[config.mk]
export PLATFORM = sky130hd
export DESIGN_NAME = revstride_agu
export DESIGN_NICKNAME = d
export VERILOG_FILES = /design/src/rtl/revstride_pkg.sv /design/src/rtl/revstride_bitrev.sv /design/src/rtl/revstride_mac.sv /design/src/rtl/revstride_agu.sv
export SDC_FILE = /design/constraint.sdc
export NUM_CORES = 1
export LEC_CHECK = 0
export ABC_AREA = 0
export CAP_MARGIN = 20
export CORE_ASPECT_RATIO = 0.75
export CORE_MARGIN = 2
export CORE_UTILIZATION = 50
export DETAILED_ROUTE_END_ITERATION = 10
export PLACE_DENSITY = 0.83
export REMOVE_ABC_BUFFERS = 1
export SLEW_MARGIN = 20
export SYNTH_ARGS = -nofsm -noshare
export SYNTH_HDL_FRONTEND = slang
export SYNTH_SLANG_ARGS = --single-unit
[constraint.sdc]
create_clock -name clk -period 17.2 [get_ports clk]
set_input_delay 3.44 -clock clk [delete_from_list [all_inputs] [get_ports clk]]
set_output_delay 3.44 -clock clk [all_outputs]
set_load 0.01 [all_outputs]
[src/rtl/revstride_pkg.sv]
package revstride_pkg;

    typedef enum logic [1:0] {
        S_IDLE  = 2'd0,
        S_RUN   = 2'd1,
        S_DRAIN = 2'd2
    } agu_state_e;

    typedef struct packed {
        logic [1:0] kind;
        logic       zero_dst;
        logic       zero_src;
    } agu_mode_t;

    localparam logic [1:0] KIND_NORMAL = 2'b00;

endpackage

[src/rtl/revstride_bitrev.sv]
module revstride_bitrev #(
    parameter int MAX_LOG = 6,
    parameter int LOG_W   = $clog2(MAX_LOG + 1)
) (
    input  logic [MAX_LOG-1:0] idx_i,
    input  logic [LOG_W-1:0]   width_i,
    output logic [MAX_LOG-1:0] rev_o
);

    logic [MAX_LOG-1:0] cand [MAX_LOG+1];

    // One mirrored candidate per possible reversal width.
    for (genvar w = 0; w <= MAX_LOG; w++) begin : g_width
        for (genvar i = 0; i < MAX_LOG; i++) begin : g_bit
            if (i < w) begin : g_take
                assign cand[w][i] = idx_i[w-1-i];
            end else begin : g_zero
                assign cand[w][i] = 1'b0;
            end
        end
    end

    always_comb begin
        rev_o = cand[MAX_LOG];
        for (int w = 0; w <= MAX_LOG; w++) begin
            if (width_i == LOG_W'(w)) rev_o = cand[w];
        end
    end

endmodule

[src/rtl/revstride_mac.sv]
module revstride_mac #(
    parameter int ADDR_W = 64,
    parameter int IDX_W  = 6
) (
    input  logic [ADDR_W-1:0] base_i,
    input  logic [ADDR_W-1:0] stride_i,
    input  logic [IDX_W-1:0]  idx_i,
    output logic [ADDR_W-1:0] ea_o
);

    logic [ADDR_W-1:0] idx_ext;
    logic [ADDR_W-1:0] scaled;

    assign idx_ext = ADDR_W'(idx_i);
    assign scaled  = stride_i * idx_ext;   // two's complement product, mod 2^ADDR_W
    assign ea_o    = base_i + scaled;

endmodule

[src/rtl/revstride_agu.sv]
module revstride_agu
    import revstride_pkg::*;
#(
    parameter int ADDR_W  = 64,
    parameter int IMM_W   = 11,
    parameter int MAX_LOG = 6
) (
    input  logic              clk,
    input  logic              rst_n,
    input  logic              start_i,
    input  logic [ADDR_W-1:0] base_i,
    input  logic [IMM_W-1:0]  stride_i,
    input  logic [2:0]        vl_log2_i,
    input  logic [3:0]        mode_i,
    input  logic              ready_i,
    output logic              valid_o,
    output logic [ADDR_W-1:0] addr_o,
    output logic              done_o
);

    localparam int IDX_W = MAX_LOG;
    localparam int LOG_W = $clog2(MAX_LOG + 1);

    agu_state_e        state_q, state_d;
    logic [IDX_W-1:0]  step_q;
    logic [LOG_W-1:0]  lg_q;
    logic [ADDR_W-1:0] base_q;
    logic [ADDR_W-1:0] stride_q;
    logic              rev_q;
    logic              valid_q;
    logic [ADDR_W-1:0] addr_q;
    logic              done_q;

    agu_mode_t         mode_in;
    logic              rev_sel;
    logic [LOG_W-1:0]  lg_in;
    logic [IDX_W:0]    vl_full;
    logic [IDX_W-1:0]  vl_last;
    logic [IDX_W-1:0]  rev_idx;
    logic [IDX_W-1:0]  off_idx;
    logic [ADDR_W-1:0] ea;
    logic              take_start;
    logic              load_en;
    logic              handshake;
    logic              at_last;

    // ---------------- mode decode and capture-side conditioning ----------------
    assign mode_in = agu_mode_t'(mode_i);
    assign rev_sel = (mode_in.kind == KIND_NORMAL) && mode_in.zero_dst && mode_in.zero_src;
    assign lg_in   = (32'(vl_log2_i) > MAX_LOG) ? LOG_W'(MAX_LOG) : LOG_W'(vl_log2_i);

    assign vl_full = (IDX_W+1)'(1) << lg_q;
    assign vl_last = IDX_W'(vl_full - 1'b1);

    // ---------------- datapath ----------------
    revstride_bitrev #(.MAX_LOG(MAX_LOG), .LOG_W(LOG_W)) u_bitrev (
        .idx_i   (step_q),
        .width_i (lg_q),
        .rev_o   (rev_idx)
    );

    assign off_idx = rev_q ? rev_idx : step_q;

    revstride_mac #(.ADDR_W(ADDR_W), .IDX_W(IDX_W)) u_mac (
        .base_i   (base_q),
        .stride_i (stride_q),
        .idx_i    (off_idx),
        .ea_o     (ea)
    );

    // ---------------- handshake terms ----------------
    assign take_start = (state_q == S_IDLE) && start_i;
    assign load_en    = (state_q == S_RUN) && (!valid_q || ready_i);
    assign handshake  = valid_q && ready_i;
    assign at_last    = (step_q == vl_last);

    // ---------------- state register ----------------
    always_ff @(posedge clk or negedge rst_n) begin
        if (!rst_n) state_q <= S_IDLE;
        else        state_q <= state_d;
    end

    always_comb begin
        state_d = state_q;
        unique case (state_q)
            S_IDLE:  if (start_i)            state_d = S_RUN;
            S_RUN:   if (load_en && at_last) state_d = S_DRAIN;
            S_DRAIN: if (handshake)          state_d = S_IDLE;
            default:                         state_d = S_IDLE;
        endcase
    end

    // ---------------- outputs and per-vector state ----------------
    always_ff @(posedge clk or negedge rst_n) begin
        if (!rst_n) begin
            step_q   <= '0;
            lg_q     <= '0;
            base_q   <= '0;
            stride_q <= '0;
            rev_q    <= 1'b0;
            valid_q  <= 1'b0;
            addr_q   <= '0;
            done_q   <= 1'b0;
        end else begin
            done_q <= (state_q == S_DRAIN) && handshake;
            if (take_start) begin
                step_q   <= '0;
                lg_q     <= lg_in;
                base_q   <= base_i;
                stride_q <= {{(ADDR_W-IMM_W){stride_i[IMM_W-1]}}, stride_i};
                rev_q    <= rev_sel;
            end
            if (load_en) begin
                valid_q <= 1'b1;
                addr_q  <= ea;
                if (!at_last) step_q <= step_q + 1'b1;
            end else if (handshake) begin
                valid_q <= 1'b0;
            end
        end
    end

    assign valid_o = valid_q;
    assign addr_o  = addr_q;
    assign done_o  = done_q;

    // ---------------- assertions ----------------
    AST_STALL_HOLD: assert property (@(posedge clk) disable iff (!rst_n)
        valid_o && !ready_i |=> valid_o && $stable(addr_o));

    AST_DONE_SINGLE: assert property (@(posedge clk) disable iff (!rst_n)
        done_o |=> !done_o);

    AST_DONE_QUIET: assert property (@(posedge clk) disable iff (!rst_n)
        done_o |-> !valid_o);

    AST_IDLE_SILENT: assert property (@(posedge clk) disable iff (!rst_n)
        (state_q == S_IDLE) |-> !valid_o);

    AST_STEP_BOUND: assert property (@(posedge clk) disable iff (!rst_n)
        (state_q == S_RUN) |-> (step_q <= vl_last));

    AST_BUSY_START_IGNORED: assert property (@(posedge clk) disable iff (!rst_n)
        (state_q != S_IDLE) && start_i |=> $stable(base_q) && $stable(stride_q));

    AST_VL1_ZERO_OFFSET: assert property (@(posedge clk) disable iff (!rst_n)
        (state_q != S_IDLE) && (lg_q == '0) |-> (off_idx == '0));

    AST_WIDTH_CLAMPED: assert property (@(posedge clk) disable iff (!rst_n)
        32'(lg_q) <= MAX_LOG);

endmodule

Word level (Yosys, flattened, before mapping) --
Cells that the tools add are included.
Storage, ports and cells: register bits after elaboration 153, logic and storage cells 59, bits of input ports 86, output and inout bits 66
Operators by class: $lt $le $gt $ge 1, reduce and logical (&&, ||, !) cells 14, equal/unequal tests 12, muxes and demuxes 18, shift operators 1, add/subtract/negate cells 3, $mul 1
Operators with widths (count):
- 2-to-1 mux 6 bit | 11
- adder 64 bit | 1
- multiplier 11 x 7 -> 18 bit | 1
- equality test 3 bit, second input constant | 3
- logical AND 1 bit | 7
- adder 6 x 1 -> 6 bit, second input constant | 1
- equality test 3 x 2 -> 1 bit, second input constant | 2
- equality test 6 bit | 1
- 2-to-1 mux 2 bit | 3
- case mux 2 bit (3 select lines) | 1
- << shifter 1 x 3 -> 6 bit, first input constant | 1
- subtractor 6 x 1 -> 6 bit, second input constant | 1
- logical NOT 2 bit | 2
- != test 2 bit, second input constant | 2
- equality test 3 x 1 -> 1 bit, second input constant | 1
- > comparator 3 bit, second input constant | 1
- logical NOT 3 bit | 1
- 2-to-1 mux 3 bit | 1
- AND reduction 3 bit | 1
- equality test 2 x 1 -> 1 bit, second input constant | 1
- equality test 2 bit, second input constant | 1
- 2-to-1 mux 1 bit | 2
- != test 2 x 1 -> 1 bit, second input constant | 1
- nonzero test 2 bit | 1
- other kinds (2) | 2

Longest topological paths before layout --
depth in word-level cells 11, depth in mapped cells 37, gate-level depth less buffers 34

Modules after synthesis --
Synthesis repeated with hierarchy kept, for this count alone.
Second synthesis, totals: cell total of the unflattened synthesis 2101, area total of the unflattened synthesis 19279.7 µm²
By module, submodules not included:
- revstride_mac | area an instance 13065.0 µm², cells each 1528, instances 1, sequential area each 0.0 µm²
- revstride_agu | area an instance 6027.0 µm², cells each 544, instances 1, sequential area each 3828.7 µm²
- revstride_bitrev | area an instance 187.7 µm², cells each 29, instances 1, sequential area each 0.0 µm²

Worst setup path after synthesis --
OpenSTA, ideal clock, no wires.
path type reg-to-reg, start point register lg_q[1], end point register addr_q[58], in the netlist addr_o[58], library setup time 69 ps, period minus slack after synthesis 10444 ps, slack 6756 ps, buffers on the path 4, data required time 17131 ps, arrival 10375 ps, stages on the path, launching flop included 36, cell sequence dfrtp_1 clkbuf_1 clkbuf_1 a21oi_1 a31o_2 o21a_1 o22ai_1 o311a_1 a21oi_1 clkbuf_1 nor2b_1 fa_1 fa_1 fa_1 inv_1 fa_1 inv_1 ha_1 o21a_1 o21ai_0 nand2b_1 nor4b_1 a2111oi_2 a21oi_1 xnor2_1 ha_1 buf_2 a21oi_1 o21ai_1 a21o_1 a21o_1 a21o_1 a211oi_2 a2111oi_4 or4_1 nand3_1
On the way: word-level cells in the longest chain between the ends 11, elaborated cells on any way between the ends 17, classes of those cells 1 x add/sub; 1 x mul; 6 x eq/ne; 8 x mux; 1 x reduce/logical
RTL lines:
- from (decl) | RTL line revstride_agu.sv:26 | logic [LOG_W-1:0] lg_q;
- from (signal assigned) | RTL line revstride_agu.sv:108 | lg_q <= lg_in;
- logical NOT 3 bit | RTL line revstride_bitrev.sv:26 | if (width_i == LOG_W'(w)) rev_o = cand[w];
- 2-to-1 mux 6 bit (6 in a row) | RTL line revstride_bitrev.sv:26
- 2-to-1 mux 6 bit * | RTL line revstride_bitrev.sv:26
- 2-to-1 mux 6 bit * | RTL line revstride_agu.sv:62 | assign off_idx = rev_q ? rev_idx : step_q;
- multiplier 11 x 7 -> 18 bit * | RTL line revstride_mac.sv:15 | assign scaled = stride_i * idx_ext;
- adder 64 bit * | RTL line revstride_mac.sv:16 | assign ea_o = base_i + scaled;
- to (signal assigned) | RTL line revstride_agu.sv:102 | addr_q <= '0;
- to (signal assigned) | RTL line revstride_agu.sv:115 | addr_q <= ea;
- to (decl) | RTL line revstride_agu.sv:31 | logic [ADDR_W-1:0] addr_q;
Mark *: on every way between the ends. The rest lies on a longest branch, timed or not. A chain may end at the register's enable or synchronous reset.

Worst setup path in the final report --
start point register lg_q[0], end point register addr_q[63], in the netlist addr_o[63]
The elaborated chain is that of the path after synthesis.

==> impl_metrics.yaml <==
final_layout:
  final_cell_mix: "nand2_1 (385), dfrtp_1 (153), clkdlybuf4s50_1 (150), ha_1 (108), o21ai_0 (105)"
  mostFrequentLayoutCell: "nand2_1"
  drive_gt1_share_pct: 4.35
  syn2layout_area_growth_pct: 18.2
  nNetsFinal: 1887
  n_antenna_cell: 0
placement:
  portBuffers: 151
  place.gp.congestion: 0.926
  dp_hpwl_um: 24700
critical_path:
  cp.buffers_inverters: 5
  arrival_ns: 10.12
  slowest_stage: "a21oi_1"
  cp-end-kind: "flip-flop"
  cp.required_ns: 17.55
  path_class: "reg2reg"
  path_delay_family: "compound AO/OA/AOI/OAI gates"
  start_kind: "flip-flop"
  crit_top_cell: "a21oi_1"
  cp_slowest_stage_delay_ns: 0.73
  crit_fanout: 53
synth:
  synth_area_sq_mm: 0.0126
  synthFlopType: "dfrtp_1"
  async_flop_share_pct: 100
  synth_cells: 1543
  ys_seq_area_share_pct: 30.3
  yosysUniqueCellTypes: 75
  synth_edf_count: 0
  synth_area_per_cell_sq_um: 8.20
  yosys_warnings: 0
  ys_seq_elements: 153
grt:
  grt_pass1_wl_um: 54600
  met2_usage_pct: 40.9
  overflow: 0
  grt_max_degree: 99
  grtUsageMet3_pct: 4.50
  grt_pass1_vias: 11100
  grt.met1_usage_pct: 35.0
  antenna_found_initial: 0
  grt.busiest_layer: "met2"
  grt_usage_pct: 25.3
routing:
  drtPass1Iterations: 8
  wl_per_cell_um: 16.5
  ant_nets: 0
  vias_per_cell: 5.61
  drcViolationCount: 0
  drt_iter0_markers: 890
  wl_um: 33000
  vias: 11200
sta:
  drv_slew: 0
  finalHoldViolations: 0
  fin_skew_ns: 0.0117
  relSlewSlack_pct: 35.2
  period_needed_ns: 9.76
  finalSetupTns_ns: 0
  rsz0062_at_grt: "no"
  fmaxAchievable_mhz: 102
  setup_viol: 0
  fin_crit_sh_pct: 56.8
  max_slew.worst_pin.slew_ns: 0.971
die:
  io_pins: 152
  core-area_sq_mm: 0.0249
  dieArea_sq_mm: 0.0266
  dieHeight_um: 142
  die_w_um: 188
  fp-row-count: 50
  start_util_pct: 50.8
clocking:
  cts-root-buf: "clkbuf_16"
  clock_latency_ns: 0.44
  clockBufferDepth: 2
  cts_setup_buffers: 0
  clkSlewWorstSetupHoldPaths_ns: 0.06
  tritoncts: "built"
  cts_made_buffers: 17
  ctsHoldBuffers: 0
  cts_resized: 0
  cts_sinks: 153
  htree_levels: 4
status:
  status: "complete, no violations"
min_path:
  hold_class: "reg2reg"
run:
  drv_cap: 0
[flip-flops by register name, indices dropped and copies added, names as in the netlist]
register and count:
rev_q 1, stride_q 11, lg_q 3, base_q 64
valid_o 1, addr_o 64, step_q 6, state_q 2
done_o 1
[final cells by class]
cell class	instances	area, sq um
clock buffers	22	494
clock inverters	9	113
fillers	2228	9950
inverters	103	387
multi-input cells	1212	8140
flip-flops and latches	153	3830
well taps	338	423
repair buffers	158	1570
[per-layer routing]
layer  vias to the layer above  wire length, um
met3                        59             2040
met1                      5316            15700
li1                       5435                -
met5                         -                0
met4                         0              634
met2                       391            14600
[synthesized netlist by cell type, drive strengths merged, types with 11 or more instances]
cell type | count | area share [%]
a31oi | 11 | 0.54
nand4 | 22 | 1.1
ha | 108 | 11
nand2 | 386 | 11
buf | 18 | 0.77
nand3 | 23 | 0.91
o21ai | 114 | 4.5
nor3 | 13 | 0.51
o211ai | 13 | 0.81
nor2b | 43 | 2.1
dfrtp | 153 | 30
xor2 | 27 | 1.9
xnor2 | 46 | 3.2
clkbuf | 57 | 1.7
a21oi | 80 | 3.2
nor2 | 57 | 1.7
inv | 103 | 3.1
fa | 48 | 7.6
and2 | 31 | 1.5
o21bai | 19 | 1.1
a21o | 40 | 2.4
[stage by stage]
stage / hold slack (ns) / setup WS (ns) / instance area (sq um) / std cells / utilization, %
floorplan: 0.447 / 6.70 / 12300 / 1468 / -
finish: 0.482 / 7.44 / 14900 / 1995 / 60.0
detailed placement: 0.472 / 7.54 / 14300 / 1964 / 57.6
global placement: 0.463 / 7.85 / 14300 / 1964 / 57.6
global route: 0.501 / 6.66 / 14900 / 1995 / 60.0
CTS: 0.486 / 7.52 / 14900 / 1995 / 60.0
[cell families (layout without fill, tap and decap cells)]
kind of cell,after synthesis,after routing,share of synthesized area [%]
adder cells (fa/ha/maj),156,156,18.3
multiplexers,5,5,0.406
AND/OR/NAND/NOR,625,625,22.2
XOR/XNOR,74,74,5.23
AO/OA/AOI/OAI,352,352,18.0
flip-flops,153,153,30.3
buffers and inverters,178,292,5.52
[final timing paths]
check | from | end | slack, ns | cells past startpoint
max in group asynchronous | rst_n | base_q[55] | 12.83 | 2
max reg2reg | lg_q[0] | addr_o[63] | 7.44 | 34
min | addr_o[10] | addr_o[10] | 0.48 | 2
min reg2reg | addr_o[10] | addr_o[10] | 0.48 | 2
max | lg_q[0] | addr_o[63] | 7.44 | 34
min in group asynchronous | rst_n | addr_o[5] | 3.08 | 1
[worst reg2reg max path: cells and delay by family (launching register included)]
kind / cells / cell delay (ns)
AOI/OAI and AO/OA: 15 / 3.63
adders and majority gates: 6 / 2.66
and+or+nand+nor: 5 / 1.23
buffers and inverters: 5 / 0.72
DFF: 1 / 0.66
muxes: 1 / 0.41
xor gates and xnor gates: 2 / 0.36
Power is left out: the tool's default activity adds up to more than one toggle a clock period on the data nets, which glitch-free logic cannot reach.
